<file path="src/rtl/otc_pkg.sv">
package otc_pkg;
  typedef enum logic {
    ST_IDLE = 1'b0,
    ST_FILL = 1'b1
  } otc_state_e;
endpackage

</file>
<file path="src/rtl/otc_mode_check.sv">
module otc_mode_check #(
  parameter int unsigned CTRL_W     = 32,
  parameter int unsigned CNT_W      = 16,
  parameter logic [CTRL_W-1:0] FILL_CODE = 32'h1100_0002
) (
  input  logic [CTRL_W-1:0] ctrl_word,
  input  logic [CNT_W-1:0]  entry_count,
  output logic              code_ok,
  output logic              accept
);
  // Only one exact control encoding starts a fill; a zero count is finished immediately.
  always_comb begin
    code_ok = (ctrl_word == FILL_CODE);
    accept  = code_ok && (entry_count != '0);
  end
endmodule

</file>
<file path="src/rtl/otc_walker.sv">
module otc_walker #(
  parameter int unsigned ADDR_W = 24,
  parameter int unsigned CNT_W  = 16
) (
  input  logic              clk,
  input  logic              rst_n,
  input  logic              load,
  input  logic              step,
  input  logic [ADDR_W-1:0] base_addr,
  input  logic [CNT_W-1:0]  entry_count,
  output logic [ADDR_W-1:0] cur_addr,
  output logic [CNT_W-1:0]  left,
  output logic              last
);
  localparam logic [ADDR_W-1:0] STRIDE = ADDR_W'(4);
  localparam logic [CNT_W-1:0]  ONE    = CNT_W'(1);

  always_ff @(posedge clk) begin
    if (!rst_n) begin
      cur_addr <= '0;
      left     <= '0;
    end else if (load) begin
      cur_addr <= base_addr;
      left     <= entry_count;
    end else if (step && !last) begin
      cur_addr <= cur_addr - STRIDE;
      left     <= left - ONE;
    end
  end

  assign last = (left == ONE);


  step_addr_chk: assert property (@(posedge clk) disable iff (!rst_n)
    (step && !last) |=> (cur_addr == $past(cur_addr) - STRIDE));


  left_live_chk: assert property (@(posedge clk) disable iff (!rst_n)
    step |-> (left != '0));
endmodule

</file>
<file path="src/rtl/otc_entry_fmt.sv">
module otc_entry_fmt #(
  parameter int unsigned ADDR_W = 24,
  parameter int unsigned DATA_W = 32
) (
  input  logic [ADDR_W-1:0] cur_addr,
  input  logic              last,
  output logic [DATA_W-1:0] entry
);
  localparam logic [ADDR_W-1:0] STRIDE = ADDR_W'(4);
  localparam logic [ADDR_W-1:0] END_MARK = '1;

  logic [ADDR_W-1:0] link;

  // The pointer field is address-sized; upper entry bits stay zero.
  always_comb begin
    link  = last ? END_MARK : (cur_addr - STRIDE);
    entry = '0;
    entry[ADDR_W-1:0] = link;
  end
endmodule

</file>
<file path="src/rtl/otc_clear_engine.sv">
module otc_clear_engine #(
  parameter int unsigned ADDR_W   = 24,
  parameter int unsigned DATA_W   = 32,
  parameter int unsigned CNT_W    = 16,
  parameter int unsigned CTRL_W   = 32,
  parameter int unsigned RUN_BIT  = 24,
  parameter logic [CTRL_W-1:0] FILL_CODE = 32'h1100_0002
) (
  input  logic              clk,
  input  logic              rst_n,
  input  logic              start,
  input  logic [ADDR_W-1:0] base_addr,
  input  logic [CNT_W-1:0]  entry_count,
  input  logic [CTRL_W-1:0] ctrl_word,
  output logic              wr_valid,
  input  logic              wr_ready,
  output logic [ADDR_W-1:0] wr_addr,
  output logic [DATA_W-1:0] wr_data,
  output logic              busy,
  output logic              irq,
  output logic [CTRL_W-1:0] ctrl_out
);
  import otc_pkg::*;

  localparam logic [CTRL_W-1:0] RUN_MASK = CTRL_W'(1) << RUN_BIT;

  otc_state_e        state;
  logic              code_ok;
  logic              accept;
  logic              take;
  logic              load;
  logic              step;
  logic              finish;
  logic              last;
  logic [CNT_W-1:0]  left;
  logic [ADDR_W-1:0] cur_addr;
  logic              irq_q;
  logic [CTRL_W-1:0] ctrl_q;

  otc_mode_check #(
    .CTRL_W(CTRL_W), .CNT_W(CNT_W), .FILL_CODE(FILL_CODE)
  ) u_mode (
    .ctrl_word(ctrl_word), .entry_count(entry_count),
    .code_ok(code_ok), .accept(accept)
  );

  assign take   = (state == ST_IDLE) && start;
  assign load   = take && accept;
  assign step   = (state == ST_FILL) && wr_ready;
  assign finish = step && last;

  otc_walker #(.ADDR_W(ADDR_W), .CNT_W(CNT_W)) u_walk (
    .clk(clk), .rst_n(rst_n), .load(load), .step(step),
    .base_addr(base_addr), .entry_count(entry_count),
    .cur_addr(cur_addr), .left(left), .last(last)
  );

  otc_entry_fmt #(.ADDR_W(ADDR_W), .DATA_W(DATA_W)) u_fmt (
    .cur_addr(cur_addr), .last(last), .entry(wr_data)
  );

  always_ff @(posedge clk) begin
    if (!rst_n) begin
      state  <= ST_IDLE;
      irq_q  <= 1'b0;
      ctrl_q <= '0;
    end else begin
      irq_q <= 1'b0;
      case (state)
        ST_IDLE: if (take) begin
          if (accept) begin
            state  <= ST_FILL;
            ctrl_q <= ctrl_word;
          end else begin
            ctrl_q <= ctrl_word & ~RUN_MASK;
            irq_q  <= 1'b1;
          end
        end
        ST_FILL: if (finish) begin
          state          <= ST_IDLE;
          ctrl_q[RUN_BIT] <= 1'b0;
          irq_q          <= 1'b1;
        end
        default: state <= ST_IDLE;
      endcase
    end
  end

  assign wr_valid = (state == ST_FILL);
  assign busy     = (state == ST_FILL);
  assign wr_addr  = cur_addr;
  assign irq      = irq_q;
  assign ctrl_out = ctrl_q;


  hold_stable_chk: assert property (@(posedge clk) disable iff (!rst_n)
    (wr_valid && !wr_ready) |=> (wr_valid && $stable(wr_addr) && $stable(wr_data)));


  done_irq_chk: assert property (@(posedge clk) disable iff (!rst_n)
    $fell(busy) |-> (irq && !ctrl_out[RUN_BIT]));


  reject_chk: assert property (@(posedge clk) disable iff (!rst_n)
    (start && !busy && !code_ok) |=> (irq && !wr_valid && !ctrl_out[RUN_BIT]));


  busy_hold_chk: assert property (@(posedge clk) disable iff (!rst_n)
    (busy && !(wr_ready && left == CNT_W'(1))) |=> busy);


  irq_idle_chk: assert property (@(posedge clk) disable iff (!rst_n)
    irq |-> !busy);
endmodule

</file>
<file path="config.mk">
export PLATFORM = sky130hd
export DESIGN_NAME = otc_clear_engine
export DESIGN_NICKNAME = d
export VERILOG_FILES = /design/src/rtl/otc_pkg.sv /design/src/rtl/otc_mode_check.sv /design/src/rtl/otc_walker.sv /design/src/rtl/otc_entry_fmt.sv /design/src/rtl/otc_clear_engine.sv
export SDC_FILE = /design/constraint.sdc
export NUM_CORES = 1
export LEC_CHECK = 0
export ABC_AREA = 1
export BUFFER_PORTS_ARGS = -buffer_cell sky130_fd_sc_hd__buf_2
export CAP_MARGIN = 20
export CORE_MARGIN = 8
export CORE_UTILIZATION = 40
export CTS_CLUSTER_DIAMETER = 100
export CTS_CLUSTER_SIZE = 14
export DETAILED_ROUTE_END_ITERATION = 10
export PLACE_DENSITY = 0.72
export SYNTH_ARGS = -nofsm -noshare
export SYNTH_HDL_FRONTEND = slang
export SYNTH_SLANG_ARGS = --single-unit
</file>
<file path="constraint.sdc">
create_clock -name clk -period 1.46 [get_ports clk]
set_input_delay 0.219 -clock clk [delete_from_list [all_inputs] [get_ports clk]]
set_output_delay 0.219 -clock clk [all_outputs]
set_load 0.1 [all_outputs]
</file>
# Word-level counts from Yosys, hierarchy flattened
# Cells that the tools add are included.
[op_classes]
add_sub_neg = 2
eq_ne = 4
mux = 17
bitwise = 1
reduce_logical = 11
[ops]
columns = ["op", "count"]
rows = [
  ["24-bit 2-to-1 mux", 3],
  ["25-bit 2-to-1 mux", 2],
  ["32-bit by 29-bit equality test with 1-bit output, second input constant", 1],
  ["16-bit 2-to-1 mux", 2],
  ["24-bit by 3-bit subtractor with 24-bit output, second input constant", 1],
  ["16-bit by 1-bit equality test with 1-bit output, second input constant", 1],
  ["16-bit nonzero test", 1],
  ["16-bit by 1-bit subtractor with 16-bit output, second input constant", 1],
  ["1-bit 2-to-1 mux", 7],
  ["1-bit logical AND", 6],
  ["1-bit case mux with 2 select lines", 3],
  ["2-bit AND reduction", 2],
  ["2-bit by 1-bit != test with 1-bit output, second input constant", 1],
  ["2-bit != test, second input constant", 1],
  ["2-bit nonzero test", 1],
  ["1-bit logical NOT", 1],
  ["1-bit inverter", 1],
]
[word_totals]
register_bits = 74
inputBits = 76
out_inout_bits = 91
word_cells = 41

# Logic depth before layout (Yosys ltp)
[logic_depth]
depth_word = 5
mapped_depth = 13
depth_no_buf = 13

# Hierarchy
# From an unflattened synthesis, not the netlist that was laid out.
[unflattened]
hier_cells = 797
hier_area_um2 = 5019.8
[modules_own_cells]
columns = ["mod", "instances", "cells_per_inst", "area_each_um2", "seq_area_each_um2"]
rows = [
  ["otc_walker", 1, 424, 2636.3, 800.8],
  ["otc_clear_engine", 1, 154, 1362.6, 680.7],
  ["otc_entry_fmt", 1, 150, 752.0, 0.0],
  ["otc_mode_check", 1, 69, 269.0, 0.0],
]

# Worst setup path after synthesis
# Ideal clock, no wire load.
[synth_timing]
kind = "reg-to-output"
from = "register u_walk.cur_addr[2]"
to = "output port wr_data[22]"
t_arrival_ns = 2.648
required_ns = 1.241
setup_slack_ns = -1.407
stages_incl_launch_ff = 10
path_buffers = 0
path_cell_list = "dfxtp_1 -> inv_1 -> ha_1 -> nand3_1 -> inv_1 -> nand2_1 -> nor2_1 -> nand2_1 -> nand2_1 -> nand3_1"
[synth_via]
elab_chain_cells = 2
[synth_rtl]
columns = ["item", "line", "rtl"]
rows = [
  ["start, declared", "otc_walker.sv:11", "output logic [ADDR_W-1:0] cur_addr,"],
  ["start signal, assigned", "otc_walker.sv:23", "cur_addr <= base_addr;"],
  ["start signal, assigned", "otc_walker.sv:26", "cur_addr <= cur_addr - STRIDE;"],
  ["24-bit by 3-bit subtractor with 24-bit output", "otc_entry_fmt.sv:16", "link = last ? END_MARK : (cur_addr - STRIDE);"],
  ["24-bit 2-to-1 mux", "otc_entry_fmt.sv:16", ""],
  ["end, declared", "otc_clear_engine.sv:18", "output logic [DATA_W-1:0] wr_data,"],
]
# No other way between the ends.

# Worst setup path after layout
[layout_timing]
from = "register u_walk.cur_addr[2]"
to = "output port wr_data[20]"
# The elaborated chain is that of the path after synthesis.

==> flow_summary.ini <==
[synth]
ys.warnings.count = 0
yosysTopAreaCellShare_pct = 32.0
netlist-cell-type-count = 29
postSynthAreaPerCell_sq_um = 6.11
synth_seq_cells = 74
synth_top_cell_by_area = sky130_fd_sc_hd__dfxtp_1
post_synth_instance_area_sq_mm = 0.00463
netlist_top_cells_area = sky130_fd_sc_hd__dfxtp_1 (32%), sky130_fd_sc_hd__nor2_1 (19%), sky130_fd_sc_hd__nand2_1 (12%), sky130_fd_sc_hd__nand4_1 (5.4%), sky130_fd_sc_hd__o21ai_0 (5.0%)
yosysSeqAreaShare_pct = 32.0
synth_cells = 757

[power_and_ir_drop]
intPower_mw = 3.59
combinationalPowerShare_pct = 18.8
power.leakage_nw = 4.14
power.sequential.fraction_pct = 38.3
power_density_mw_per_mm2 = 634
p_switching_mw = 1.79
total_power_mw = 5.38
clkPwrFrac_pct = 42.9
netSwitchingFraction_pct = 33.3
vdd_drop_max_v = 0.000570

[route]
drt-total-wl_microns = 20800
routed_len_inst_microns = 17.3
ant_nets = 0
route.detailed.drc = 0
detailroute.via_count = 6400
drt-initial-drc-count = 638
vias_per_cell = 5.33
drt_pass1_iterations = 5

[floorplan]
initial_core_utilization_pct = 40.7
floorplan.die_area_sq_mm = 0.0153
design.core.area_sq_mm = 0.0114
placementRows = 39
chipHeight_microns = 124
fp.dieW_microns = 124
pin_count = 167

[setup_path]
cp.arrival_ns = 1.98
regToRegSetupSlack_ns = -0.45
ff2ff_path_depth = 13
timing.setup.critical_path_class = reg -> out
crit_path_start_kind = register
r2r_start = u_walk.cur_addr[2]$_SDFFE_PN0P_
required_ns = 1.24
rr_endpoint = u_walk.cur_addr[20]$_SDFFE_PN0P_
timing.critical_path.fanout_max = 3
crit_path_end_kind = primary output

[timing]
layout_worst_path_cycle_share_pct = 151
fin_worst_skew_ns = 0.00646
final-hold-violation-count = 0
grt_setup_unrepaired = true
max-slew-margin-rel_pct = 65.3
setup_viol = 65
slew_at_the_pin_with_the_worst_max_slew_slack_ns = 0.524
layout_setup_ws_ns = -0.743
report.final.slew_viol_count = 0
min_period_ns = 2.20
clock.fmax_mhz = 454

[worst_hold_path]
hold_path_startpoint = ctrl_word[13]
hold_class = in -> reg
min_delay_path_depth = 3
hold-path-endpoint = ctrl_out[13]$_SDFFE_PN0P_

[cells_and_area]
final_net_count = 1131
fill_count = 802
drive_gt1_share_pct = 50.2
layout.cells.non_filler = 1200
area.growth.synth_to_final_pct = 83.5
antenna-diode-count = 0

[global_routing]
grt_max_degree = 41
grt_first_pass_wirelength_microns = 30300
aggregate_global_route_resource_usage_pct = 25.2
grt_pass1_vias = 6165
grt_overflow_total = 0
number_of_antenna_violations_at_the_first_check_in_global_routing = 0

[outcome]
failed_checks = negative setup slack
run_status = complete, but fails checks

[clocking]
clkTransAtPathRegs_ns = 0.07
number_of_buffers_created_by_cts = 9
cts.sinks = 74
cts_tree = yes
cts_htree_levels = 3
clock_path_buffers = 2
cts_root_buffer = sky130_fd_sc_hd__clkbuf_16
hold_buffers = 0
worst_skew_pair.late_latency_ns = 0.35

[place]
dpl_hpwl_microns = 13000
buffer_ports.inserted = 158
routabilityCongestion = 0.880
dpl.cell_count = 1161

[job]
cap_violations = 0
## cell usage in the layout, fill, tap and decap left out, drive strengths merged
master,instances
dfxtp,74
buf,312
conb,8
nand2,154
nand3b,3
nor2,251
clkbuf,17
a21oi,15
clkinvlp,1
clkinv,2
xnor2,2
nand3,32
inv,60
or2,10
ha,3
nand4,40
nor3,4
xor2,17
o21ai,52
## stage by stage
stage	hold slack [ns]	setup TNS, ns	setup WS [ns]	util (%)	instance area (sq um)
final	0.114	-27.56	-0.743	74.7	8490
after global routing	0.115	-31.12	-0.795	74.7	8490
after CTS	0.112	-22.82	-0.577	72.8	8270
after detailed placement	0.471	-9.92	-0.292	64.2	7300
after global placement	0.459	-8.49	-0.226	64.2	7300
after floorplan	0.350	-4.36	-0.331	-	5090
## worst max-delay path, cell delays in order, from the launching register on
cell	delay, ns
sky130_fd_sc_hd__dfxtp_4	0.35
sky130_fd_sc_hd__inv_4	0.09
sky130_fd_sc_hd__ha_4	0.17
sky130_fd_sc_hd__nand2_1	0.07
sky130_fd_sc_hd__nor2_2	0.16
sky130_fd_sc_hd__nand2_2	0.15
sky130_fd_sc_hd__nor2_4	0.16
sky130_fd_sc_hd__nand2_2	0.09
sky130_fd_sc_hd__nand2_2	0.11
sky130_fd_sc_hd__nand3_4	0.08
sky130_fd_sc_hd__buf_12	0.18
## power by group through the flow
stage	Clock, mW	Sequential (mW)	Combinational [mW]
after floorplan	0	2.54	0.259
after global placement	0	2.11	0.989
after detailed placement	0	2.11	0.996
after CTS	2.31	2.06	1.00
after global routing	2.42	2.07	1.05
final	2.31	2.06	1.01
## cell usage after synthesis (all sizes together)
cell type,number
a21oi,15
buf,24
clkbuf,17
conb,1
dfxtp,74
ha,3
inv,58
nand2,154
nand3,32
nand3b,3
nand4,40
nor2,251
nor3,4
o21ai,52
or2,10
xnor2,2
xor2,17
## sequential cells by signal (all words and copies together), names as in the netlist
signal and cells:
u_walk.cur_addr 24, busy 1, irq 1, ctrl_out 32, u_walk.left 16
## layout make-up
type	count	area (sq um)	area share [%]
Inverter	58	254	2.99
Clock inverter	5	41.3	0.486
Tap cell	143	179	2.11
Clock buffer	11	264	3.11
Timing Repair Buffer	318	2650	31.2
Multi-Input combinational cell	591	3530	41.5
Sequential cell	74	1580	18.6
## worst max path at each step
stage                                           startpoint          end  slack, ns
after floorplan            u_walk.cur_addr[2]$_SDFFE_PN0P_  wr_data[14]      -0.33
after global placement    u_walk.cur_addr[12]$_SDFFE_PN0P_  wr_data[18]      -0.23
after detailed placement   u_walk.cur_addr[5]$_SDFFE_PN0P_  wr_data[15]      -0.29
after CTS                  u_walk.cur_addr[3]$_SDFFE_PN0P_  wr_data[20]      -0.58
after global routing       u_walk.cur_addr[2]$_SDFFE_PN0P_  wr_data[20]      -0.80
final                      u_walk.cur_addr[2]$_SDFFE_PN0P_  wr_data[20]      -0.74
## metal layers
layer  vias to the layer above  GRT usage (%)  wire (microns)
li1                       2975              -               -
met1                      2959           29.4            7640
met2                       385           43.0           10400
met3                        81           5.11            1860
met4                         0           12.5             937
met5                         -              0               0
## logic make-up (layout without fill, tap and decap cells)
kind of cell / Yosys count / after routing / synth area share, %
simple gates: 494 / 494 / 46.0
buf+inv: 99 / 392 / 10.2
flops: 74 / 74 / 32.0
compound gates: 67 / 67 / 7.25
xor+xnor: 19 / 19 / 3.60
fa+ha+maj: 3 / 3 / 0.811
other cells: 1 / 8 / 0.0810
## what timing repair did
action	in CTS	in global routing
setup buffers	16	6
endpoints found under the setup margin	71	73
gates resized for setup	132	49
pin swaps	33	23
cloned	3	0
Power figures use the tool's default switching activity.
